File: src/rtl/msg_tx_pkg.sv
// Shared types for the stored-message serial transmitter.
// Assumes: 8-bit characters and a 10-bit asynchronous frame.
package msg_tx_pkg;
    localparam int CHAR_W     = 8;
    localparam int FRAME_BITS = 10;

    typedef logic [CHAR_W-1:0] char_t;

    typedef enum logic [1:0] {
        SEQ_IDLE = 2'd0,
        SEQ_LOAD = 2'd1,
        SEQ_SEND = 2'd2
    } seq_state_e;
endpackage

File: src/rtl/msg_tick_gen.sv
// Free-running pacing timebase: a one-cycle pulse every TICK_CYCLES clocks.
// Assumes: TICK_CYCLES >= 2. The counter limit may be large (one second).
module msg_tick_gen #(
    parameter int TICK_CYCLES = 50_000_000
) (
    input  logic clk,
    input  logic rst_n,
    output logic tick_o
);
    localparam int TW = (TICK_CYCLES > 1) ? $clog2(TICK_CYCLES) : 1;
    localparam logic [TW-1:0] LAST = TW'(TICK_CYCLES - 1);

    logic [TW-1:0] cnt_q;

    // Count through the period and emit one pulse at its end.
    always_ff @(posedge clk) begin
        if (!rst_n) begin
            cnt_q  <= '0;
            tick_o <= 1'b0;
        end else if (cnt_q == LAST) begin
            cnt_q  <= '0;
            tick_o <= 1'b1;
        end else begin
            cnt_q  <= cnt_q + 1'b1;
            tick_o <= 1'b0;
        end
    end

    // the tick is a single-cycle pulse.
    p_tick_single_r4: assert property (@(posedge clk) disable iff (!rst_n)
        tick_o |=> !tick_o);
endmodule

File: src/rtl/msg_uart_tx.sv
// 8N1 serial shifter. A start strobe while idle loads a character. The line
// then carries the start bit, eight data bits (bit 0 first) and the stop bit,
// each for CLKS_PER_BIT cycles. A done strobe follows the stop bit.
// Assumes: a start strobe is raised only while busy_o is low.
module msg_uart_tx
    import msg_tx_pkg::*;
#(
    parameter int CLKS_PER_BIT = 434
) (
    input  logic  clk,
    input  logic  rst_n,
    input  logic  start_i,
    input  char_t data_i,
    output logic  tx_o,
    output logic  busy_o,
    output logic  done_o
);
    localparam int BW = (CLKS_PER_BIT > 1) ? $clog2(CLKS_PER_BIT) : 1;
    localparam logic [BW-1:0] BAUD_LAST = BW'(CLKS_PER_BIT - 1);
    localparam int IW = $clog2(FRAME_BITS);
    localparam logic [IW-1:0] BIT_LAST = IW'(FRAME_BITS - 1);

    logic [BW-1:0]     baud_q;
    logic [IW-1:0]     bit_q;
    logic [CHAR_W:0]   sh_q;     // data bits followed by the stop bit

    // Frame sequencing: load on start, step one bit per baud period.
    always_ff @(posedge clk) begin
        if (!rst_n) begin
            tx_o   <= 1'b1;
            busy_o <= 1'b0;
            done_o <= 1'b0;
            baud_q <= '0;
            bit_q  <= '0;
            sh_q   <= '1;
        end else begin
            done_o <= 1'b0;
            if (!busy_o) begin
                if (start_i) begin
                    tx_o   <= 1'b0;
                    busy_o <= 1'b1;
                    baud_q <= '0;
                    bit_q  <= '0;
                    sh_q   <= {1'b1, data_i};
                end
            end else if (baud_q == BAUD_LAST) begin
                baud_q <= '0;
                if (bit_q == BIT_LAST) begin
                    busy_o <= 1'b0;
                    done_o <= 1'b1;
                    tx_o   <= 1'b1;
                end else begin
                    bit_q <= bit_q + 1'b1;
                    tx_o  <= sh_q[0];
                    sh_q  <= {1'b1, sh_q[CHAR_W:1]};
                end
            end else begin
                baud_q <= baud_q + 1'b1;
            end
        end
    end

    // an idle line is high.
    p_idle_high_r1: assert property (@(posedge clk) disable iff (!rst_n)
        !busy_o |-> tx_o);
    // busy begins with the start bit.
    p_busy_start_low_r8: assert property (@(posedge clk) disable iff (!rst_n)
        $rose(busy_o) |-> !tx_o);
    // the bit counter stays inside one frame.
    p_bit_range_r2: assert property (@(posedge clk) disable iff (!rst_n)
        busy_o |-> (bit_q <= BIT_LAST));
    // done only as busy ends.
    p_done_end_r8: assert property (@(posedge clk) disable iff (!rst_n)
        done_o |-> (!busy_o && $past(busy_o)));
endmodule

File: src/rtl/msg_sequencer.sv
// Walks the message ROM. A trigger while idle waits one cycle for the ROM
// data, starts the shifter and waits for it to finish. It then advances the
// address, wrapping after ROM_DEPTH-1. Triggers outside the idle state are
// dropped.
// Assumes: rom_data_i is valid one cycle after rom_addr_o settles.
module msg_sequencer
    import msg_tx_pkg::*;
#(
    parameter int ROM_DEPTH = 64,
    parameter int ADDR_W    = $clog2(ROM_DEPTH)
) (
    input  logic              clk,
    input  logic              rst_n,
    input  logic              key_i,
    input  logic              tick_i,
    input  logic              auto_i,
    input  char_t             rom_data_i,
    input  logic              tx_done_i,
    output logic [ADDR_W-1:0] rom_addr_o,
    output logic              start_o,
    output char_t             data_o
);
    localparam logic [ADDR_W-1:0] ADDR_LAST = ADDR_W'(ROM_DEPTH - 1);

    seq_state_e state_q;
    logic       trig;

    // Pick the trigger source for the current mode.
    always_comb trig = auto_i ? tick_i : key_i;

    // Start strobe and character for the shifter.
    always_comb begin
        start_o = (state_q == SEQ_LOAD);
        data_o  = rom_data_i;
    end

    // Sequencer state and address counter.
    always_ff @(posedge clk) begin
        if (!rst_n) begin
            state_q    <= SEQ_IDLE;
            rom_addr_o <= '0;
        end else begin
            unique case (state_q)
                SEQ_IDLE: if (trig) state_q <= SEQ_LOAD;
                SEQ_LOAD: state_q <= SEQ_SEND;
                SEQ_SEND: if (tx_done_i) begin
                    state_q    <= SEQ_IDLE;
                    rom_addr_o <= (rom_addr_o == ADDR_LAST) ? '0 : rom_addr_o + 1'b1;
                end
                default:  state_q <= SEQ_IDLE;
            endcase
        end
    end

    // the address moves only on completion.
    p_addr_hold_r5: assert property (@(posedge clk) disable iff (!rst_n)
        !tx_done_i |=> $stable(rom_addr_o));
    // wrap after the last location.
    p_addr_wrap_r6: assert property (@(posedge clk) disable iff (!rst_n)
        (tx_done_i && rom_addr_o == ADDR_LAST) |=> (rom_addr_o == '0));
endmodule

File: src/rtl/msg_rom_uart_tx.sv
// Top: stored-message serial transmitter. Ties together the pacing tick,
// the ROM sequencer and the 8N1 shifter.
// Assumes: key_pulse is debounced and lasts one cycle; ROM_DEPTH >= 2.
module msg_rom_uart_tx
    import msg_tx_pkg::*;
#(
    parameter int CLKS_PER_BIT = 434,
    parameter int TICK_CYCLES  = 50_000_000,
    parameter int ROM_DEPTH    = 64,
    parameter int ADDR_W       = $clog2(ROM_DEPTH)
) (
    input  logic              clk,
    input  logic              rst_n,
    input  logic              key_pulse,
    input  logic              auto_en,
    output logic [ADDR_W-1:0] rom_addr,
    input  logic [7:0]        rom_data,
    output logic              tx_line,
    output logic              tx_busy
);
    logic  tick;
    logic  start;
    logic  done;
    char_t chr;

    msg_tick_gen #(.TICK_CYCLES(TICK_CYCLES)) u_tick (
        .clk(clk), .rst_n(rst_n), .tick_o(tick)
    );

    msg_sequencer #(.ROM_DEPTH(ROM_DEPTH), .ADDR_W(ADDR_W)) u_seq (
        .clk(clk), .rst_n(rst_n), .key_i(key_pulse), .tick_i(tick),
        .auto_i(auto_en), .rom_data_i(rom_data), .tx_done_i(done),
        .rom_addr_o(rom_addr), .start_o(start), .data_o(chr)
    );

    msg_uart_tx #(.CLKS_PER_BIT(CLKS_PER_BIT)) u_tx (
        .clk(clk), .rst_n(rst_n), .start_i(start), .data_i(chr),
        .tx_o(tx_line), .busy_o(tx_busy), .done_o(done)
    );

    // a new character never starts over a running frame.
    p_no_start_busy_r7: assert property (@(posedge clk) disable iff (!rst_n)
        start |-> !tx_busy);
endmodule

File: config.mk
export PLATFORM = sky130hd
export DESIGN_NAME = msg_rom_uart_tx
export DESIGN_NICKNAME = d
export VERILOG_FILES = /design/src/rtl/msg_tx_pkg.sv /design/src/rtl/msg_tick_gen.sv /design/src/rtl/msg_uart_tx.sv /design/src/rtl/msg_sequencer.sv /design/src/rtl/msg_rom_uart_tx.sv
export SDC_FILE = /design/constraint.sdc
export NUM_CORES = 1
export LEC_CHECK = 0
export ABC_AREA = 1
export BUFFER_PORTS_ARGS = -buffer_cell sky130_fd_sc_hd__buf_4
export CAP_MARGIN = 0
export CORE_MARGIN = 5
export CORE_UTILIZATION = 35
export CTS_CLUSTER_DIAMETER = 30
export DETAILED_ROUTE_END_ITERATION = 8
export PLACE_DENSITY = 0.58
export SLEW_MARGIN = 20
export SYNTH_ARGS = -nofsm -noshare
export SYNTH_HDL_FRONTEND = slang
export SYNTH_SLANG_ARGS = --single-unit
File: constraint.sdc
create_clock -name clk -period 5 [get_ports clk]
set_clock_uncertainty 0.2 [all_clocks]
set_input_delay 0.5 -clock clk [delete_from_list [all_inputs] [get_ports clk]]
set_output_delay 0.5 -clock clk [all_outputs]
set_load 0.01 [all_outputs]
==> summary.md <==
| Metric | Value |
|---|---|
| Synth Flop Type | `dfxtp_1` |
| Asr flop ratio synth | `0` |
| Seq cells post-synth | `59` |
| Hold Crit Endpoint | `u_tx.sh_q[7]$_SDFFE_PN1P_` |
| Die area | `~10000 um2` |
| Crit path max fanout | `15` |
| RSZ-0062 raised after global routing | `false` |
| Max Used Layer | `met4` |
| PD cells | `274 nW/um2` |
| Reg2Reg Setup Slack | `3010 ps` |
| DR pass1 iterations | `4` |
| Inserted Clock Buffers | `9` |
| Max Buffers Root-to-Sink | `2` |
| Total Routed Length | `5940 um` |
| Vias | `2588` |
| Leak pwr | `0.00129 uW` |
| WL/cell | `10.6 um` |
| Synthesized cell area | `2970 um2` |
| Final Cycle Share | `0.398` |
| Flop pwr share | `0.534` |
| Relative slew slack | `0.670` |
| Post-Syn Nets | `447` |
| I/O Buffers | `19` |
| Metal-1 WL | `2740 um` |
| Hold Path Cell Cnt | `3` |
| Clk pwr share | `0.410` |
| CP Class | `register to register` |
| Remaining Overflow, GRT | `0` |
| Switch Pwr | `230 uW` |
| Die W | `102 um` |
| Core ar. | `8260 um2` |
| Sw Ratio | `0.250` |
| Int Power | `689 uW` |
| Max Cap Viol | `0` |
| Commonest cells after routing, fill and taps aside | `131 x nand2_1, 64 x nor2_1, 59 x dfxtp_1` |
| Worst vdd ir | `roughly 140 uV` |
| Initial antenna violation count | `0` |
| Worst path required time | `~5100 ps` |
| Logic gate share of total power | `0.056` |
| # rows | `33` |
| CTS resizes | `0` |
| Area Growth Syn to Fin | `13.0%` |
| Clk sink count | `59` |
| DR DRC count | `0` |
| EDFF count, synth | `0` |
| Post-DR vias/cell | `4.62` |
| Final hold vios | `0` |
| Number of global-route vias before repair | `2367` |
| Met2 routed WL | `2820 um` |
| Crit Reg-Reg Startpoint | `u_tx.busy_o$_SDFF_PN0_` |
| CP startpoint kind | `register` |
| Worst skew pair latency | `340 ps` |
| Remaining antenna violation count | `0` |
| Die Span Y | `approximately 100 um` |
| RD Place Congestion | `0.823` |
| WP data arrival | `2060 ps` |
| Final HPWL DP | `between 4000 and 5000 um` |
| Nets | `469` |
| Syn Area/Cell | `6.92 um2` |
| TNS Setup | `0 ps` |
| Initial core utilization | `0.359` |
| Routed length on met3 | `286 um` |
| Max Slew Vio Count | `0` |
| Cts hold-fix bufs | `0` |
| Library cells used by synthesis | `32` |
| Post-CTS setup buffer count | `0` |
| Crit. End Element | `register` |
| Worst r2r path cells | `6` |
| Sequential fraction of the synthesis area | `0.398` |
| HP Class | `input pin to register` |
| I/O Pins | `20` |
| Clk slew on worst S/H paths | `80 ps` |
| Wire length of the first global-routing pass | `10200 um` |
| Total global-route track usage | `0.124` |
| R2r endpoint | `u_tx.bit_q[3]$_SDFFE_PN0P_` |
| Commonest non-fill, non-tap cell in the layout | `nand2_1` |
| Placed instance area | `between 3000 and 4000 um2` |
| CTS tree | `built` |
| Clock Tree Root | `clkbuf_8` |
| Largest net degree at the start of global routing | `27` |
| Final Core Density | `0.406` |
| Status | `finished, final reports clean` |
| Fraction of layout cells with a size suffix above 1 | `0.123` |
| Ant diodes | `0` |
| Tmin final | `1990 ps` |
| Synth Warn # | `0` |
| Final Cell Area | `roughly 3400 um2` |
| Final setup fails | `0` |
| Hold path start | `rom_data[7]` |
| Post-Syn Instances | `about 430` |
| Max Freq | `approximately 500 MHz` |
| Drt initial violations | `slightly below 80` |
| Least-Margin Pin Slew | `about 500 ps` |
| Htree depth | `3` |
kinds of logic after synthesis:
logic type,synth area share
buffers and inverters,0.0717
and+or+nand+nor,0.401
muxes,0.00337
DFF,0.398
xor gates and xnor gates,0.0472
AOI/OAI and AO/OA,0.0536
adders and majority gates,0.0253
routing by layer:
metal | vias up | track usage
li1 | 1387 | -
met3 | 9 | 0.0430
met1 | 1149 | 0.144
met4 | 0 | 0.0474
met2 | 43 | 0.209
met5 | - | 0
synth_stat cells, types with 2 or more instances:
master,instances,area share
nand3_1,32,0.054
nand4_1,6,0.013
nand2_2,7,0.015
o21bai_1,2,0.0051
or2_0,3,0.0063
nor2_4,5,0.019
nor2_1,64,0.081
clkbuf_1,2,0.0025
xnor2_1,7,0.021
nor3_1,2,0.0034
nand3b_1,4,0.010
nor3b_1,2,0.0051
buf_2,2,0.0034
ha_1,6,0.025
nand3_2,3,0.010
dfxtp_1,59,0.40
or2_2,2,0.0042
o21ai_0,5,0.0084
a21oi_1,21,0.035
xor2_1,9,0.027
inv_1,41,0.052
buf_6,3,0.011
nor2_2,3,0.0063
nand2_1,131,0.17
how the worst max path moves through the flow:
stage | from | endpoint | slack (ps)
6_report | u_tx.busy_o$_SDFF_PN0_ | u_tx.bit_q[3]$_SDFFE_PN0P_ | 3010
5_1_grt | u_tx.busy_o$_SDFF_PN0_ | u_tx.bit_q[3]$_SDFFE_PN0P_ | 2730
4_1_cts | u_tx.busy_o$_SDFF_PN0_ | u_tx.bit_q[3]$_SDFFE_PN0P_ | 2960
3_5_place_dp | u_tx.busy_o$_SDFF_PN0_ | u_tx.sh_q[7]$_SDFFE_PN1P_ | 3000
3_3_place_gp | u_tx.busy_o$_SDFF_PN0_ | u_tx.bit_q[3]$_SDFFE_PN0P_ | 3100
2_1_floorplan | u_tick.cnt_q[0]$_SDFF_PP0_ | u_tick.cnt_q[12]$_SDFF_PP0_ | 3410
stage by stage:
stage / std cells / worst slack, ps / hold slack (ps) / power [uW]
detailed placement: 545 / 3000 / 263 / 554
finish: 560 / 3010 / 192 / 919
CTS: 560 / 2960 / 180 / 933
global route: 560 / 2730 / 233 / 962
global placement: 545 / 3100 / 254 / 553
floorplan: 429 / 3410 / 240 / 539
sequential cells by signal, indices dropped and copies added, names as in the netlist:
signal,cells
u_tx.bit_q,4
u_tx.busy_o,1
u_tx.sh_q,8
u_tx.tx_o,1
u_tx.done_o,1
u_seq.rom_addr_o,6
u_tx.baud_q,9
u_tick.tick_o,1
u_tick.cnt_q,26
u_seq.state_q,2
power groups by stage:
stage	Clock (uW)	Combinational, uW	Sequential (uW)
floorplan	0	40.2	499
global placement	0	51.5	501
detailed placement	0	52.6	501
CTS	390	52.8	490
global route	411	60.2	492
finish	377	51.7	491
critical path, stage by stage (launching register included):
cell     delay, ps
dfxtp_1        630
inv_1          310
nand2_1        240
nand3_2        260
nand2_1        140
nand2_1         50
nor2_1          80
layout make-up:
| type | count | area, um2 |
|---|---|---|
| clock buffers | 10 | 138 |
| clock inverters | 5 | 30.0 |
| fillers | 872 | 4900 |
| inverters | 42 | 158 |
| multi-input cells | 320 | 1570 |
| flip-flops and latches | 59 | 1180 |
| well taps | 105 | 131 |
| repair buffers | 19 | 143 |
(Power assumes the default switching activity.)
